### src/rtl/rst_seq_pkg.sv
package rst_seq_pkg;
  typedef enum logic [2:0] {
    ST_IDLE,
    ST_ASSERT,
    ST_FLASH_INIT,
    ST_WAIT_PIN_HIGH,
    ST_RUN
  } seq_state_t;
endpackage

### src/rtl/rs_sync2.sv
// Two-stage synchronizer for the pad level.
module rs_sync2 #(
  parameter logic RST_VAL = 1'b1
) (
  input  logic clk,
  input  logic rst_n,
  input  logic d,
  output logic q
);
  logic meta_q;
  logic sync_q;

  always_ff @(posedge clk or negedge rst_n) begin
    if (!rst_n) begin
      meta_q <= RST_VAL;
      sync_q <= RST_VAL;
    end else begin
      meta_q <= d;
      sync_q <= meta_q;
    end
  end

  assign q = sync_q;
endmodule

### src/rtl/rs_hold_cnt.sv
// Counts cycles spent in the assertion stage; done on the last one.
module rs_hold_cnt #(
  parameter int MIN_LOW = 128
) (
  input  logic clk,
  input  logic rst_n,
  input  logic clr,
  input  logic en,
  output logic done
);
  localparam int CNT_W = (MIN_LOW > 2) ? $clog2(MIN_LOW) : 1;
  localparam logic [CNT_W-1:0] LAST = CNT_W'(MIN_LOW - 1);

  logic [CNT_W-1:0] cnt_q;
  logic [CNT_W-1:0] cnt_d;

  assign done = (cnt_q == LAST);

  always_comb begin
    cnt_d = cnt_q;
    if (clr)
      cnt_d = '0;
    else if (en && !done)
      cnt_d = cnt_q + 1'b1;
  end

  always_ff @(posedge clk or negedge rst_n) begin
    if (!rst_n)
      cnt_q <= '0;
    else
      cnt_q <= cnt_d;
  end
endmodule

### src/rtl/rs_seq_fsm.sv
// Sequencing state machine with registered reset outputs.
module rs_seq_fsm
  import rst_seq_pkg::*;
(
  input  logic clk,
  input  logic rst_n,
  input  logic full_req,
  input  logic part_req,
  input  logic pin_high,
  input  logic pin_en,
  input  logic min_done,
  input  logic flash_done,
  output logic cnt_clr,
  output logic cnt_en,
  output logic in_run,
  output logic aon_rst,
  output logic flash_rst,
  output logic chip_rst,
  output logic pin_pull_lo,
  output logic flash_start
);
  seq_state_t state_q, state_d;
  logic full_q, full_d;
  logic started_q, started_d;
  logic aon_q, flash_q, chip_q, pull_q, start_q;
  logic start_d;
  logic any_req;

  assign any_req = full_req | part_req;
  assign in_run  = (state_q == ST_RUN);

  // next-state logic
  always_comb begin
    state_d = state_q;
    full_d  = full_q;
    cnt_clr = 1'b0;
    cnt_en  = 1'b0;
    unique case (state_q)
      ST_IDLE: begin
        state_d = ST_ASSERT;
        full_d  = 1'b1;
        cnt_clr = 1'b1;
      end
      ST_ASSERT: begin
        cnt_en = 1'b1;
        if (min_done) state_d = ST_FLASH_INIT;
      end
      ST_FLASH_INIT: begin
        if (started_q && !start_q && flash_done)
          state_d = pin_en ? ST_WAIT_PIN_HIGH : ST_RUN;
      end
      ST_WAIT_PIN_HIGH: begin
        if (!pin_en || pin_high) state_d = ST_RUN;
      end
      ST_RUN: begin
        full_d = 1'b0;
      end
      default: state_d = ST_IDLE;
    endcase
    // any request restarts from the assertion stage
    if (state_q != ST_IDLE && any_req) begin
      state_d = ST_ASSERT;
      cnt_clr = 1'b1;
      full_d  = (state_q == ST_RUN) ? full_req : (full_q | full_req);
    end
  end

  assign start_d   = (state_q == ST_FLASH_INIT) && (state_d == ST_FLASH_INIT) && !started_q;
  assign started_d = (state_d == ST_FLASH_INIT) && (started_q || start_d);

  // state and output registers
  always_ff @(posedge clk or negedge rst_n) begin
    if (!rst_n) begin
      state_q   <= ST_IDLE;
      full_q    <= 1'b1;
      started_q <= 1'b0;
      aon_q     <= 1'b1;
      flash_q   <= 1'b1;
      chip_q    <= 1'b1;
      pull_q    <= 1'b0;
      start_q   <= 1'b0;
    end else begin
      state_q   <= state_d;
      full_q    <= full_d;
      started_q <= started_d;
      aon_q     <= full_d && (state_d inside {ST_IDLE, ST_ASSERT});
      flash_q   <= (state_d inside {ST_IDLE, ST_ASSERT});
      chip_q    <= (state_d != ST_RUN);
      pull_q    <= pin_en && full_d && (state_d inside {ST_ASSERT, ST_FLASH_INIT});
      start_q   <= start_d;
    end
  end

  assign aon_rst     = aon_q;
  assign flash_rst   = flash_q;
  assign chip_rst    = chip_q;
  assign pin_pull_lo = pull_q;
  assign flash_start = start_q;
endmodule

### src/rtl/rst_stage_ctrl.sv
// Top: staged reset sequencer with a shared reset pad.
module rst_stage_ctrl #(
  parameter int N_SRC   = 4,
  parameter int MIN_LOW = 128
) (
  input  logic             clk,
  input  logic             rst_n,
  input  logic [N_SRC-1:0] src_req,
  input  logic             lp_wake,
  input  logic             flash_done,
  input  logic             pin_in,
  input  logic             pin_en,
  output logic             aon_rst,
  output logic             flash_rst,
  output logic             chip_rst,
  output logic             pin_pull_lo,
  output logic             flash_start
);
  logic pin_s;
  logic min_done;
  logic cnt_clr;
  logic cnt_en;
  logic in_run;
  logic ext_req;
  logic full_req;

  rs_sync2 #(.RST_VAL(1'b1)) u_sync (
    .clk   (clk),
    .rst_n (rst_n),
    .d     (pin_in),
    .q     (pin_s)
  );

  // pad pulled low by another agent while running is a full request
  assign ext_req  = pin_en && in_run && !pin_s;
  assign full_req = (|src_req) || ext_req;

  rs_hold_cnt #(.MIN_LOW(MIN_LOW)) u_cnt (
    .clk   (clk),
    .rst_n (rst_n),
    .clr   (cnt_clr),
    .en    (cnt_en),
    .done  (min_done)
  );

  rs_seq_fsm u_fsm (
    .clk         (clk),
    .rst_n       (rst_n),
    .full_req    (full_req),
    .part_req    (lp_wake),
    .pin_high    (pin_s),
    .pin_en      (pin_en),
    .min_done    (min_done),
    .flash_done  (flash_done),
    .cnt_clr     (cnt_clr),
    .cnt_en      (cnt_en),
    .in_run      (in_run),
    .aon_rst     (aon_rst),
    .flash_rst   (flash_rst),
    .chip_rst    (chip_rst),
    .pin_pull_lo (pin_pull_lo),
    .flash_start (flash_start)
  );
endmodule

### config.mk
export PLATFORM = sky130hd
export DESIGN_NAME = rst_stage_ctrl
export DESIGN_NICKNAME = d
export VERILOG_FILES = /design/src/rtl/rst_seq_pkg.sv /design/src/rtl/rs_sync2.sv /design/src/rtl/rs_hold_cnt.sv /design/src/rtl/rs_seq_fsm.sv /design/src/rtl/rst_stage_ctrl.sv
export SDC_FILE = /design/constraint.sdc
export NUM_CORES = 1
export LEC_CHECK = 0
export ABC_AREA = 1
export BUFFER_PORTS_ARGS = -buffer_cell sky130_fd_sc_hd__buf_2
export CORE_AREA = 2 2 47 49
export CTS_BUF_LIST = sky130_fd_sc_hd__clkbuf_4
export DETAILED_ROUTE_END_ITERATION = 7
export DIE_AREA = 0 0 49 51
export PLACE_DENSITY = 0.7
export SYNTH_ARGS = -nofsm -noshare
export SYNTH_HDL_FRONTEND = slang
export SYNTH_SLANG_ARGS = --single-unit
### constraint.sdc
create_clock -name clk -period 1.65 [get_ports clk]
set_input_delay 0.33 -clock clk [delete_from_list [all_inputs] [get_ports clk]]
set_output_delay 0.33 -clock clk [all_outputs]
set_load 0.01 [all_outputs]
==> flow_metrics.py <==
metrics = {
    "critical_path": {
        "crit_path_frequent_cell": "nand3_1",
        "crit_path_start_kind": "flip-flop",
        "path_cells": "ha_1, nand3_1, nor2_2, nor2_4, nor2_1, nand3_1, a21oi_1",
        "reg2reg_depth": 7,
        "crit_arrival_ns": 1.70,
        "crit_slowest_cell": "dfrtp_1",
        "critPathMaxStageDelay_ns": 0.42,
        "required_ns": 1.86,
        "cp-end-kind": "flip-flop",
        "cp_max_fo": 8,
        "crit_type": "reg2reg",
    },
    "global_routing": {
        "grt_antenna_before_repair": 0,
        "grt_overflow": 0,
        "grt_max_degree": 20,
        "grt_util_all_layers_pct": 16.38,
        "grt_pass1_wl_um": 3118,
        "grt_pass1_vias": 794,
    },
    "yosys": {
        "avgSynthCellArea_um2": 7.866,
        "syn_inst": 122,
        "yosys_warnings": 0,
        "synth_top_area_share_pct": 33.90,
        "ys_ff_latch": 19,
        "synth.net_count": 133,
        "syn_area_um2": 959.7,
        "synth_area_leaders": "dfrtp_1 (34%), dfstp_2 (16%), nand2_1 (9.8%)",
        "ys_seq_area_share_pct": 50.33,
        "synth_top_area_cell": "dfrtp_1",
        "synth_cell_types": 18,
    },
    "clock_tree": {
        "cts-hold-fix-buffers": 1,
        "htreeDepth": 1,
        "clock-sinks": 19,
        "path_clk_slew_ns": 0.09,
        "cts.path.max_buffers": 2,
        "cts-resized-gates": 0,
        "clk_latency_ns": 0.28,
        "cts_setup_buffers": 0,
        "numCtsBuffers": 3,
        "cts-root-buf": "clkbuf_4",
        "cts_tree": "yes",
    },
    "sta": {
        "tightest_slew_ns": 0.3934,
        "slew_headroom_pct": 73.78,
        "post-route-min-period_ns": 1.493,
        "slew_viol_final": 0,
        "setup_viol": 0,
        "fmax_ghz": 0.6698,
        "final_hold_viol_count": 0,
        "rsz0062_at_grt": "false",
        "setup_tns_ns": 0,
        "skew_ns": 0.001332,
        "period_share_pct": 90.49,
    },
    "die": {
        "die_y_um": 51,
        "die-area_mm2": 0.002499,
        "rows": 17,
        "die_w_um": 49,
        "start_util_pct": 46.51,
        "pin_count": 15,
        "core_area_mm2": 0.002063,
    },
    "pwr": {
        "peakVddDrop_v": 0.0005281,
        "power_density_mw_per_mm2": 667.8,
        "power_leakage_nw": 0.5733,
    },
    "routing": {
        "vias": 839,
        "drc": 0,
        "drt-initial-drc-count": 9,
        "drt-pass1-iter-count": 4,
        "finalWirelength_um": 1792,
        "vias_per_cell": 4.935,
        "ant_nets": 0,
        "avgRoutedWirePerCell_um": 10.54,
    },
    "cells_and_area": {
        "post-route-cell-area_mm2": 0.001112,
        "stdcell_count": 170,
        "fill_cells": 214,
        "layout-drive-gt1-share_pct": 22.54,
        "final_nets": 154,
        "area_growth_syn_to_layout_pct": 15.91,
        "antenna_cells": 0,
    },
    "placed_design": {
        "port_buffers": 14,
        "post-place-cells": 165,
        "gp_congestion": 0.8729,
        "place_area_mm2": 0.001072,
        "dp_hpwl_um": 1463,
    },
    "outcome": {
        "status": "complete, no violations",
    },
    "worst_hold_path": {
        "worstHoldPathType": "in2reg",
        "hold_path_depth": 1,
    },
    "run": {
        "maxCapViolCount": 0,
    },
}
[layout make-up]
cell class	instances	area, um2	area share [%]
well taps	28	35.03	3.150
inverters	23	86.33	7.762
flip-flops and latches	19	483.0	43.42
repair buffers	16	87.58	7.874
multi-input cells	80	390.4	35.10
clock buffers	4	30.03	2.700
[cells in the mapped netlist]
cell / count
a211oi_1: 1
a21oi_1: 5
dfrtp_1: 13
dfstp_2: 6
ha_1: 1
inv_1: 22
inv_2: 1
nand2_1: 25
nand3_1: 13
nand3_2: 3
nand4_1: 2
nor2_1: 20
nor2_2: 2
nor2_4: 1
nor3_1: 1
o211ai_1: 1
o21ai_0: 3
xnor2_1: 2
[per-stage QoR]
step           worst slack, ns  utilization [%]  power (mW)  hold WS [ns]
2_1_floorplan           0.3169                -      0.4952       0.03441
3_3_place_gp            0.2324            51.97      0.5187        0.2795
3_5_place_dp            0.1692            51.97      0.5206        0.2853
4_1_cts                 0.1507            53.91      0.7537        0.1405
5_1_grt                0.01096            53.91      0.7879        0.1225
6_report                0.1570            53.91      0.7428        0.1449
[final timing paths]
check	from	endpoint	slack, ns
setup / recovery	u_cnt.cnt_q[0]	u_fsm.pin_pull_lo	0.16
hold / removal	pin_in	u_sync.meta_q	0.14
setup reg to reg	u_cnt.cnt_q[0]	u_fsm.pin_pull_lo	0.16
hold reg to reg	u_sync.meta_q	u_sync.q	0.36
max in group asynchronous	rst_n	u_fsm.full_q	0.83
min in group asynchronous	rst_n	u_cnt.cnt_q[1]	0.50
[registers in the layout (all words and copies together), names as in the netlist]
register	flops
u_cnt.cnt_q	7
u_fsm.state_q	3
u_fsm.aon_rst	1
u_fsm.chip_rst	1
u_fsm.flash_rst	1
u_fsm.flash_start	1
u_fsm.full_q	1
u_fsm.pin_pull_lo	1
u_fsm.started_q	1
u_sync.meta_q	1
u_sync.q	1
[worst max-delay path, delay by kind of cell (launching register included)]
family                     cells  cell delay, ns
DFF                            1            0.42
AOI/OAI and AO/OA              1            0.15
adders and majority gates      1            0.21
and+or+nand+nor                5            0.65
[power by group]
part	leakage [nW]	switching [mW]	internal (mW)
Sequential	0.237	0.00172	0.472
Clock	0.0184	0.120	0.110
Combinational	0.318	0.0234	0.0154
[logic make-up (layout without fill, tap and decap cells)]
kind of cell | after synthesis | count (layout) | share of synthesized area, %
xor gates and xnor gates | 2 | 2 | 1.826
adders and majority gates | 1 | 1 | 1.304
buffers and inverters | 23 | 43 | 8.996
and+or+nand+nor | 67 | 67 | 31.81
DFF | 19 | 19 | 50.33
AOI/OAI and AO/OA | 10 | 10 | 5.736
[routing by layer]
layer  wire length, um  global-route usage, %  share of wire, %
met2               922                  30.59                51
met5                 0                      0                 0
met3                41                  2.047               2.3
met1               817                  18.83                46
met4                10                  7.143              0.56
[layout by cell type, fill, tap and decap left out, drive strengths merged]
cell         count
xnor2            2
nand4            2
nor2            23
o211ai           1
a211oi           1
nand2           25
dlygate4sd3      1
dfstp            6
nand3           16
buf             15
ha               1
o21ai            3
nor3             1
clkbuf           4
dfrtp           13
inv             23
a21oi            5
Note: power is estimated with default switching activity, not from simulation.
